==> src/rtl/hsb_pkg.sv <==
package hsb_pkg;

    localparam int BYTE_W = 8;
    localparam int BIT_IDX_W = $clog2(BYTE_W);

    // Sync pattern; bit 0 leaves first, giving 0,0,0,1,1,1,0,1 on the wire.
    localparam logic [BYTE_W-1:0] SYNC_BYTE = 8'hB8;

    typedef enum logic [2:0] {
        ST_IDLE,
        ST_REQ_HI,
        ST_REQ_LO,
        ST_SYNC,
        ST_DATA,
        ST_TRAIL,
        ST_EXIT
    } lane_st_e;

    typedef enum logic [1:0] {
        LP_00 = 2'b00,
        LP_01 = 2'b01,
        LP_10 = 2'b10,
        LP_11 = 2'b11
    } lp_lvl_e;

    typedef struct packed {
        logic    hs_en;
        logic    hs_bit;
        lp_lvl_e lp;
    } lane_drive_t;

    function automatic lane_drive_t lp_only(input lp_lvl_e lvl);
        lane_drive_t d;
        d.hs_en  = 1'b0;
        d.hs_bit = 1'b0;
        d.lp     = lvl;
        return d;
    endfunction

    function automatic lane_drive_t hs_drive(input logic b);
        lane_drive_t d;
        d.hs_en  = 1'b1;
        d.hs_bit = b;
        d.lp     = LP_00;
        return d;
    endfunction

endpackage

==> src/rtl/hsb_dwell.sv <==
module hsb_dwell #(
    parameter int CNT_W = 4
) (
    input  logic             clk,
    input  logic             rst,
    input  logic             load,
    input  logic [CNT_W-1:0] load_val,
    output logic             expired
);

    logic [CNT_W-1:0] cnt_q;

    always_ff @(posedge clk) begin
        if (rst) begin
            cnt_q <= '0;
        end else if (load) begin
            cnt_q <= load_val;
        end else if (cnt_q != '0) begin
            cnt_q <= cnt_q - 1'b1;
        end
    end

    assign expired = (cnt_q == '0);

    AST_DWELL_COUNTS: assert property (@(posedge clk) disable iff (rst)
        (!$past(load) && $past(cnt_q) != '0) |-> (cnt_q == $past(cnt_q) - 1'b1));

endmodule

==> src/rtl/hsb_shifter.sv <==
module hsb_shifter
    import hsb_pkg::*;
(
    input  logic              clk,
    input  logic              rst,
    input  logic              load,
    input  logic [BYTE_W-1:0] din,
    input  logic              shift,
    output logic              out_bit,
    output logic              at_last
);

    logic [BYTE_W-1:0]    sh_q;
    logic [BIT_IDX_W-1:0] idx_q;

    always_ff @(posedge clk) begin
        if (rst) begin
            sh_q  <= '0;
            idx_q <= '0;
        end else if (load) begin
            sh_q  <= din;
            idx_q <= '0;
        end else if (shift) begin
            sh_q  <= {1'b0, sh_q[BYTE_W-1:1]};
            idx_q <= idx_q + 1'b1;
        end
    end

    assign out_bit = sh_q[0];
    assign at_last = (idx_q == BIT_IDX_W'(BYTE_W - 1));

    AST_SHIFT_NEXT_BIT: assert property (@(posedge clk) disable iff (rst)
        ($past(shift) && !$past(load)) |-> (out_bit == $past(sh_q[1])));

    AST_LOAD_FIRST_BIT: assert property (@(posedge clk) disable iff (rst)
        $past(load) |-> (out_bit == $past(din[0]) && !at_last));

endmodule

==> src/rtl/hsb_lane_fsm.sv <==
module hsb_lane_fsm
    import hsb_pkg::*;
#(
    parameter int REQ_CYCLES   = 4,
    parameter int TRAIL_CYCLES = 6,
    parameter int EXIT_CYCLES  = 3,
    parameter int CNT_W        = 3
) (
    input  logic             clk,
    input  logic             rst,
    input  logic             in_valid,
    input  logic             in_last,
    output logic             in_ready,
    input  logic             sh_bit,
    input  logic             sh_at_last,
    output logic             sh_load,
    output logic             sh_sync,
    output logic             sh_shift,
    input  logic             tmr_expired,
    output logic             tmr_load,
    output logic [CNT_W-1:0] tmr_val,
    output lane_drive_t      drive,
    output logic             burst_done,
    output logic             underrun
);

    localparam logic [CNT_W-1:0] REQ_M1   = CNT_W'(REQ_CYCLES - 1);
    localparam logic [CNT_W-1:0] TRAIL_M1 = CNT_W'(TRAIL_CYCLES - 1);
    localparam logic [CNT_W-1:0] EXIT_M1  = CNT_W'(EXIT_CYCLES - 1);

    lane_st_e st_q, st_d;
    logic     last_q;
    logic     trail_q;
    logic     done_q;
    logic     under_q;
    logic     to_trail;
    logic     starve;

    always_comb begin
        st_d     = st_q;
        tmr_load = 1'b0;
        tmr_val  = '0;
        sh_load  = 1'b0;
        sh_sync  = 1'b0;
        sh_shift = 1'b0;
        in_ready = 1'b0;
        to_trail = 1'b0;
        starve   = 1'b0;
        unique case (st_q)
            ST_IDLE: begin
                if (in_valid) begin
                    st_d     = ST_REQ_HI;
                    tmr_load = 1'b1;
                    tmr_val  = REQ_M1;
                end
            end
            ST_REQ_HI: begin
                if (tmr_expired) begin
                    st_d     = ST_REQ_LO;
                    tmr_load = 1'b1;
                    tmr_val  = REQ_M1;
                end
            end
            ST_REQ_LO: begin
                if (tmr_expired) begin
                    st_d    = ST_SYNC;
                    sh_load = 1'b1;
                    sh_sync = 1'b1;
                end
            end
            ST_SYNC, ST_DATA: begin
                if (!sh_at_last) begin
                    sh_shift = 1'b1;
                end else if (st_q == ST_DATA && last_q) begin
                    to_trail = 1'b1;
                end else begin
                    in_ready = 1'b1;
                    if (in_valid) begin
                        st_d    = ST_DATA;
                        sh_load = 1'b1;
                    end else begin
                        to_trail = 1'b1;
                        starve   = 1'b1;
                    end
                end
                if (to_trail) begin
                    st_d     = ST_TRAIL;
                    tmr_load = 1'b1;
                    tmr_val  = TRAIL_M1;
                end
            end
            ST_TRAIL: begin
                if (tmr_expired) begin
                    st_d     = ST_EXIT;
                    tmr_load = 1'b1;
                    tmr_val  = EXIT_M1;
                end
            end
            ST_EXIT: begin
                if (tmr_expired) begin
                    st_d = ST_IDLE;
                end
            end
            default: st_d = ST_IDLE;
        endcase
    end

    always_ff @(posedge clk) begin
        if (rst) begin
            st_q    <= ST_IDLE;
            last_q  <= 1'b0;
            trail_q <= 1'b0;
            done_q  <= 1'b0;
            under_q <= 1'b0;
        end else begin
            st_q    <= st_d;
            done_q  <= (st_q == ST_EXIT) && tmr_expired;
            under_q <= starve;
            if (sh_load && !sh_sync) begin
                last_q <= in_last;
            end
            if (to_trail) begin
                trail_q <= ~sh_bit;
            end
        end
    end

    always_comb begin
        unique case (st_q)
            ST_REQ_HI:        drive = lp_only(LP_01);
            ST_REQ_LO:        drive = lp_only(LP_00);
            ST_SYNC, ST_DATA: drive = hs_drive(sh_bit);
            ST_TRAIL:         drive = hs_drive(trail_q);
            default:          drive = lp_only(LP_11);
        endcase
    end

    assign burst_done = done_q;
    assign underrun   = under_q;

    AST_HS_FROM_LP00: assert property (@(posedge clk) disable iff (rst)
        $rose(drive.hs_en) |-> ($past(drive.lp) == LP_00));

    AST_HS_ENDS_IN_STOP: assert property (@(posedge clk) disable iff (rst)
        $fell(drive.hs_en) |-> (drive.lp == LP_11));

    AST_TRAIL_INVERTS: assert property (@(posedge clk) disable iff (rst)
        (st_q == ST_TRAIL && $past(st_q) != ST_TRAIL) |-> (drive.hs_bit != $past(drive.hs_bit)));

    AST_TRAIL_HOLDS: assert property (@(posedge clk) disable iff (rst)
        (st_q == ST_TRAIL && $past(st_q) == ST_TRAIL) |-> $stable(drive.hs_bit));

    AST_READY_IN_HS_ONLY: assert property (@(posedge clk) disable iff (rst)
        in_ready |-> (st_q == ST_SYNC || st_q == ST_DATA));

    AST_NO_REQ_WHILE_CLOSING: assert property (@(posedge clk) disable iff (rst)
        (st_q == ST_TRAIL || st_q == ST_EXIT) |=> (drive.lp != LP_01));

    AST_DONE_SINGLE: assert property (@(posedge clk) disable iff (rst)
        burst_done |=> !burst_done);

    AST_UNDERRUN_SINGLE: assert property (@(posedge clk) disable iff (rst)
        underrun |-> (st_q == ST_TRAIL && $past(st_q) != ST_TRAIL));

endmodule

==> src/rtl/hs_burst_ser.sv <==
module hs_burst_ser
    import hsb_pkg::*;
#(
    parameter int REQ_CYCLES   = 4,
    parameter int TRAIL_CYCLES = 6,
    parameter int EXIT_CYCLES  = 3
) (
    input  logic       clk,
    input  logic       rst,
    input  logic       in_valid,
    output logic       in_ready,
    input  logic [7:0] in_data,
    input  logic       in_last,
    output logic [1:0] lp_state,
    output logic       hs_en,
    output logic       hs_bit,
    output logic       burst_done,
    output logic       underrun
);

    localparam int MAX_A = (REQ_CYCLES > TRAIL_CYCLES) ? REQ_CYCLES : TRAIL_CYCLES;
    localparam int MAX_DWELL = (MAX_A > EXIT_CYCLES) ? MAX_A : EXIT_CYCLES;
    localparam int CNT_W = (MAX_DWELL < 2) ? 1 : $clog2(MAX_DWELL);

    logic              sh_bit, sh_at_last, sh_load, sh_sync, sh_shift;
    logic              tmr_expired, tmr_load;
    logic [CNT_W-1:0]  tmr_val;
    logic [BYTE_W-1:0] sh_din;
    lane_drive_t       drive;

    assign sh_din = sh_sync ? SYNC_BYTE : in_data;

    hsb_lane_fsm #(
        .REQ_CYCLES  (REQ_CYCLES),
        .TRAIL_CYCLES(TRAIL_CYCLES),
        .EXIT_CYCLES (EXIT_CYCLES),
        .CNT_W       (CNT_W)
    ) fsm_i (
        .clk        (clk),
        .rst        (rst),
        .in_valid   (in_valid),
        .in_last    (in_last),
        .in_ready   (in_ready),
        .sh_bit     (sh_bit),
        .sh_at_last (sh_at_last),
        .sh_load    (sh_load),
        .sh_sync    (sh_sync),
        .sh_shift   (sh_shift),
        .tmr_expired(tmr_expired),
        .tmr_load   (tmr_load),
        .tmr_val    (tmr_val),
        .drive      (drive),
        .burst_done (burst_done),
        .underrun   (underrun)
    );

    hsb_shifter shifter_i (
        .clk    (clk),
        .rst    (rst),
        .load   (sh_load),
        .din    (sh_din),
        .shift  (sh_shift),
        .out_bit(sh_bit),
        .at_last(sh_at_last)
    );

    hsb_dwell #(.CNT_W(CNT_W)) dwell_i (
        .clk     (clk),
        .rst     (rst),
        .load    (tmr_load),
        .load_val(tmr_val),
        .expired (tmr_expired)
    );

    assign lp_state = drive.lp;
    assign hs_en    = drive.hs_en;
    assign hs_bit   = drive.hs_bit;

endmodule

==> config.mk <==
export PLATFORM = sky130hd
export DESIGN_NAME = hs_burst_ser
export DESIGN_NICKNAME = d
export VERILOG_FILES = /design/src/rtl/hsb_pkg.sv /design/src/rtl/hsb_dwell.sv /design/src/rtl/hsb_shifter.sv /design/src/rtl/hsb_lane_fsm.sv /design/src/rtl/hs_burst_ser.sv
export SDC_FILE = /design/constraint.sdc
export NUM_CORES = 1
export LEC_CHECK = 0
export BUFFER_PORTS_ARGS = -buffer_cell sky130_fd_sc_hd__buf_2
export CAP_MARGIN = 10
export CELL_PAD_IN_SITES_DETAIL_PLACEMENT = 1
export CELL_PAD_IN_SITES_GLOBAL_PLACEMENT = 1
export CORE_ASPECT_RATIO = 0.75
export CORE_UTILIZATION = 46
export CTS_CLUSTER_DIAMETER = 80
export DETAILED_ROUTE_END_ITERATION = 6
export PLACE_DENSITY = 0.92
export SYNTH_ARGS = -nofsm -noshare
export SYNTH_HDL_FRONTEND = slang
export SYNTH_SLANG_ARGS = --single-unit
==> constraint.sdc <==
create_clock -name clk -period 3.55 [get_ports clk]
set_input_delay 0.71 -clock clk [delete_from_list [all_inputs] [get_ports clk]]
set_output_delay 0.71 -clock clk [all_outputs]
set_load 0.03 [all_outputs]
==> results of run 1 <==
-- critical path: cells and delay by family, from the launching register on --
kind                   cells  cell delay, ns
buffers and inverters      1            0.25
DFF                        1            0.88
AOI/OAI and AO/OA          1            0.35
and+or+nand+nor            1            0.43
-- layout by cell type, fill, tap and decap left out, types with 2 or more instances in the layout --
master and n:
a21o_1 2, a21oi_1 11, a21oi_4 2, a221o_1 2, a221oi_1 4, a221oi_2 3
a22o_1 5, a32o_1 3, buf_2 18, clkbuf_8 3, dfxtp_1 21, ha_1 4
inv_1 7, mux2_2 2, mux2i_1 6, nand2_1 8, nand2b_1 4, nand3b_1 9
nor2_1 9, nor2b_1 3, nor3_1 2, nor3b_1 4, o21ai_0 11, or3b_2 3
xnor2_1 2
-- logic make-up (layout without fill, tap and decap cells) --
kind of cell | count (synthesis) | in the layout | share of synthesized area
buffers and inverters | 20 | 30 | 0.0743
multiplexers | 8 | 8 | 0.0598
AO/OA/AOI/OAI | 50 | 50 | 0.279
XOR/XNOR | 2 | 2 | 0.0127
adder cells (fa/ha/maj) | 4 | 4 | 0.0363
AND/OR/NAND/NOR | 51 | 51 | 0.233
flip-flops | 21 | 21 | 0.305
-- worst max path at each step --
| stage | startpoint | to | slack, ns | depth (start not counted) |
|---|---|---|---|---|
| floorplan | shifter_i.idx_q[0] | in_ready | 1.02 | 4 |
| global placement | fsm_i.st_q[0] | in_ready | 1.10 | 3 |
| detailed placement | fsm_i.st_q[0] | in_ready | 0.92 | 3 |
| CTS | fsm_i.st_q[0] | in_ready | 0.61 | 3 |
| global route | fsm_i.st_q[0] | in_ready | 0.40 | 3 |
| finish | fsm_i.st_q[0] | in_ready | 0.64 | 3 |
-- per-layer routing --
metal | global-route usage | routed length, um | vias to the layer above | share of wire
li1 | - | - | 596 | -
met1 | 0.330 | 1600 | 649 | 0.43
met2 | 0.424 | 1830 | 39 | 0.49
met3 | 0.0701 | 178 | 13 | 0.048
met4 | 0.127 | 96 | 0 | 0.026
met5 | 0 | 0 | - | 0
-- Yosys cell counts, types with 3 or more instances --
| master | count |
|---|---|
| mux2i_1 | 6 |
| a22o_1 | 5 |
| a21oi_1 | 11 |
| nand3b_1 | 9 |
| nor2_1 | 9 |
| nor3b_1 | 4 |
| or3b_2 | 3 |
| o21ai_0 | 11 |
| a32o_1 | 3 |
| nand2b_1 | 4 |
| dfxtp_1 | 21 |
| ha_1 | 4 |
| nor2b_1 | 3 |
| clkbuf_1 | 5 |
| nand2_1 | 8 |
| buf_2 | 4 |
| a221oi_1 | 4 |
| a221oi_2 | 3 |
| inv_1 | 7 |
-- state kept, by name (all words and copies together) (netlist names) --
signal            count
fsm_i.burst_done      1
fsm_i.st_q            3
fsm_i.last_q          1
shifter_i.idx_q       3
fsm_i.underrun        1
dwell_i.cnt_q         3
fsm_i.trail_q         1
shifter_i.sh_q        8
-- cell type report --
cell class	count	area share
multi-input cells	115	0.574
flip-flops and latches	21	0.282
repair buffers	19	0.0654
well taps	36	0.0302
clock buffers	3	0.0277
inverters	7	0.0176
clock inverters	1	0.00335
-- through the flow --
step / util / cells
finish: 0.548 / 202
global route: 0.548 / 202
CTS: 0.548 / 202
detailed placement: 0.531 / 198
global placement: 0.531 / 198
floorplan: - / 156
-- report_power, final --
group	switching, mW	total [mW]	internal, mW
Sequential	0.0257	0.277	0.251
Combinational	0.102	0.179	0.0769
Clock	0.0877	0.166	0.0786
==> flow_metrics.env, run 1 <==
export IMPL_drt_iter0_markers=88
export IMPL_yosys_register_bits=21
export IMPL_post_route_period_util=0.821
export IMPL_holdBufCountCts=0
export IMPL_syn_inst=156
export IMPL_post_place_ws_ns=0.924
export IMPL_cp_start_kind="flip-flop"
export IMPL_run_status="complete, no violations"
export IMPL_syn_cell_area_um2=1380
export IMPL_fin_area_um2=1490
export IMPL_worstSkewPairLatency_ns=0.28
export IMPL_cts_sinks=21
export IMPL_wire_per_inst_um=18.4
export IMPL_power_total_uw=622
export IMPL_min_path_type="flip-flop to flip-flop"
export IMPL_finalCriticalPeriod_ns=2.91
export IMPL_path_max_fanout=26
export IMPL_antenna_cells=0
export IMPL_gp_congestion=0.842
export IMPL_regArea_um2=420
export IMPL_multi_input_area_um2=857
export IMPL_synthArstFlopShare=0
export IMPL_rr_startpoint="fsm_i.st_q[0]"
export IMPL_drt_first_pass_iters=4
export IMPL_maxCapViolCount=0
export IMPL_cts_tree="yes"
export IMPL_fmax_mhz=343
export IMPL_crit_type="flip-flop to output pin"
export IMPL_cts_resized=0
export IMPL_hold_depth=2
export IMPL_place_area_um2=1450
export IMPL_drv_slew=0
export IMPL_holdPathEnd="shifter_i.idx_q[1]"
export IMPL_drive_above_1_share=0.229
export IMPL_ys_flop_type="dfxtp_1"
export IMPL_die_area_um2=3230
export IMPL_cts_max_path_buffers=2
export IMPL_cp_arrival_ns=2.20
export IMPL_setup_ws_ns=0.636
export IMPL_rows=16
export IMPL_critPathMaxStageDelay_ns=0.88
export IMPL_postRouteAntennaNets=0
export IMPL_finalSetupViolCount=0
export IMPL_path_cells="nand3b_1 -> a21boi_0 -> buf_2"
export IMPL_die_x_um=65.2
export IMPL_grt_first_pass_wirelength_um=6460
export IMPL_whs_ns=0.536
export IMPL_cellPowerDensity_nw_per_um2=417
export IMPL_r2r_setup_slack_ns=1.15
export IMPL_synth_nets=172
export IMPL_reg2reg_depth=4
export IMPL_dieHeight_um=49.4
export IMPL_root_buffer="clkbuf_8"
export IMPL_worstMarginPinSlew_ns=0.842
export IMPL_synth_warnings=0
export IMPL_ys_types=45
export IMPL_synth_top_area_share=0.305
export IMPL_synth_area_leader_cell="dfxtp_1"
export IMPL_start_util=0.507
export IMPL_finalSetupTns_ns=0
export IMPL_ys_seq_area_frac=0.305
export IMPL_slew_headroom=0.438
export IMPL_antenna_found_initial=0
export IMPL_yosys_top_cells_area="dfxtp_1, nand3b_1, mux2i_1"
export IMPL_hold_viol_final=0
export IMPL_coreArea_um2=2720
export IMPL_grt_overflow=0
export IMPL_h_tree_depth=1
export IMPL_num_io_pins=19
export IMPL_nets=183
export IMPL_grt_max_degree=27
export IMPL_synth_edf_count=0
export IMPL_grt_setup_unrepaired="false"
export IMPL_via_per_inst=6.42
export IMPL_first_global_vias=1306
export IMPL_clk_pin_slew_ns=0.09
export IMPL_timing_rr_end="shifter_i.sh_q[0]"
export IMPL_wl_um=3710
export IMPL_vias=1297
export IMPL_track_usage=0.266
export IMPL_fillCellCount=354
export IMPL_cts_buffers=3
export IMPL_p_leak_nw=0.545
export IMPL_drcViolationCount=0
export IMPL_avgSynthCellArea_um2=8.85
export IMPL_skew_ns=0.0121
export IMPL_crit_slowest_cell="dfxtp_1"
export IMPL_required_ns=2.84
export IMPL_cts_setup_buffers=0
export IMPL_hold_start="shifter_i.idx_q[1]"
export IMPL_ir_worst_vdd_uv=179
export IMPL_place_detailed_hpwl_um=2590
export IMPL_port_buffers=18
export IMPL_area_growth_pct=8.16
export IMPL_cp_end_kind="output pin"
No activity file was read; power rests on OpenSTA's default activity.
==> inputs of run 2 (changes only) <==
CORE_UTILIZATION = 43   (was 46)
PLACE_DENSITY = 0.88   (was 0.92)
clock period = 2.9 ns   (was 3.55 ns; I/O delays follow)
==> flow_metrics.env, run 2 (synthesis gave the netlist of run 1 again) <==
export IMPL_run_status="complete, no violations"
export IMPL_wire_per_inst_um=18.5
export IMPL_layout_commonest_cell="dfxtp_1"
export IMPL_cp_start_kind="flip-flop"
export IMPL_area_growth_pct=9.97
export IMPL_finalSetupTns_ns=0
export IMPL_crit_type="flip-flop to output pin"
export IMPL_slew_headroom=0.609
export IMPL_grt_max_degree=27
export IMPL_antenna_found_initial=0
export IMPL_via_per_inst=6.13
export IMPL_drt_first_pass_iters=4
export IMPL_cellPowerDensity_nw_per_um2=515
export IMPL_nets=186
export IMPL_largest_reg_flops=8
export IMPL_whs_ns=0.525
export IMPL_start_util=0.460
export IMPL_grt_setup_unrepaired="false"
export IMPL_drcViolationCount=0
export IMPL_first_global_vias=1285
export IMPL_cts_setup_buffers=0
export IMPL_grt_first_pass_wirelength_um=6330
export IMPL_drv_slew=0
export IMPL_port_buffers=18
export IMPL_fin_util=0.506
export IMPL_skew_ns=0.00332
export IMPL_clk_pin_slew_ns=0.08
export IMPL_path_max_fanout=16
export IMPL_die_x_um=67.4
export IMPL_vias=1269
export IMPL_postRouteAntennaNets=0
export IMPL_drt_iter0_markers=77
export IMPL_p_leak_nw=0.560
export IMPL_final_cell_mix="dfxtp_1, buf_2, o21ai_0, a21oi_1"
export IMPL_gp_congestion=0.789
export IMPL_min_path_type="flip-flop to flip-flop"
export IMPL_holdBufCountCts=0
export IMPL_largest_register="shifter_i.sh_q"
export IMPL_cp_arrival_ns=1.91
export IMPL_cts_max_path_buffers=2
export IMPL_wl_um=3830
export IMPL_worstMarginPinSlew_ns=0.587
export IMPL_fillCellCount=368
export IMPL_fin_cells=207
export IMPL_post_place_cells=203
export IMPL_coreArea_um2=3000
export IMPL_post_route_period_util=0.857
export IMPL_finalCriticalPeriod_ns=2.49
export IMPL_drive_above_1_share=0.243
export IMPL_required_ns=2.32
export IMPL_antenna_cells=0
export IMPL_maxCapViolCount=0
export IMPL_grt_overflow=0
export IMPL_cp_end_kind="output pin"
export IMPL_cts_buffers=3
export IMPL_worstSkewPairLatency_ns=0.28
export IMPL_die_area_um2=3440
export IMPL_dieHeight_um=51.1
export IMPL_cts_resized=0
export IMPL_ir_worst_vdd_uv=278
export IMPL_cts_tree="yes"
export IMPL_h_tree_depth=1
export IMPL_track_usage=0.256
export IMPL_root_buffer="clkbuf_8"
export IMPL_cts_sinks=21
export IMPL_finalSetupViolCount=0
export IMPL_hold_viol_final=0
export IMPL_fmax_mhz=402
export IMPL_rows=17
export IMPL_num_io_pins=19
export IMPL_place_detailed_hpwl_um=2750
## run 2: cell count changes in the layout (fill, tap and decap cells not counted), sizes merged
cell	change
buf	+3
## run 2: area by class of cell
cell class              instances  area (um2)  area share
clock buffers                   3        41.3      0.0272
clock inverters                 1        5.00     0.00330
inverters                       7        26.3      0.0173
multi-input cells             115         857       0.565
flip-flops and latches         21         420       0.277
well taps                      38        47.5      0.0313
repair buffers                 22         120      0.0791
## run 2: worst paths after layout
check                           from                  to  slack [ns]  cells after the start
hold / removal    shifter_i.idx_q[2]  shifter_i.idx_q[2]        0.52                      2
hold reg to reg   shifter_i.idx_q[2]  shifter_i.idx_q[2]        0.52                      2
setup / recovery       fsm_i.st_q[0]              hs_bit        0.41                      6
setup reg to reg  shifter_i.idx_q[0]   shifter_i.sh_q[0]        0.69                      6
## run 2: report_power, final
part           switching, mW  total [mW]  internal [mW]
clock                  0.114       0.211         0.0965
sequential            0.0225       0.330          0.307
combinational          0.138       0.240          0.103
total                  0.274       0.781          0.507
## run 2: stage by stage
stage | power [mW] | area [um2] | worst slack, ns
after floorplan | 0.510 | 1380 | 0.499
after global placement | 0.554 | 1470 | 0.809
after detailed placement | 0.574 | 1470 | 0.705
after CTS | 0.786 | 1520 | 0.443
after global routing | 0.823 | 1520 | 0.347
final | 0.781 | 1520 | 0.415
## run 2: layer usage
layer | vias to the layer above | track usage | wire, um
li1 | 605 | - | -
met1 | 627 | 0.326 | 1730
met2 | 30 | 0.423 | 1860
met3 | 7 | 0.0580 | 181
met4 | 0 | 0.0851 | 51
met5 | - | 0 | 0
## run 2: critical path, cell delays in order, from the launching register on
cell     delay [ns]
dfxtp_1        0.65
buf_4          0.28
nand2_1        0.12
nor2_1         0.22
nand2_1        0.07
o21ai_0        0.07
buf_2          0.22
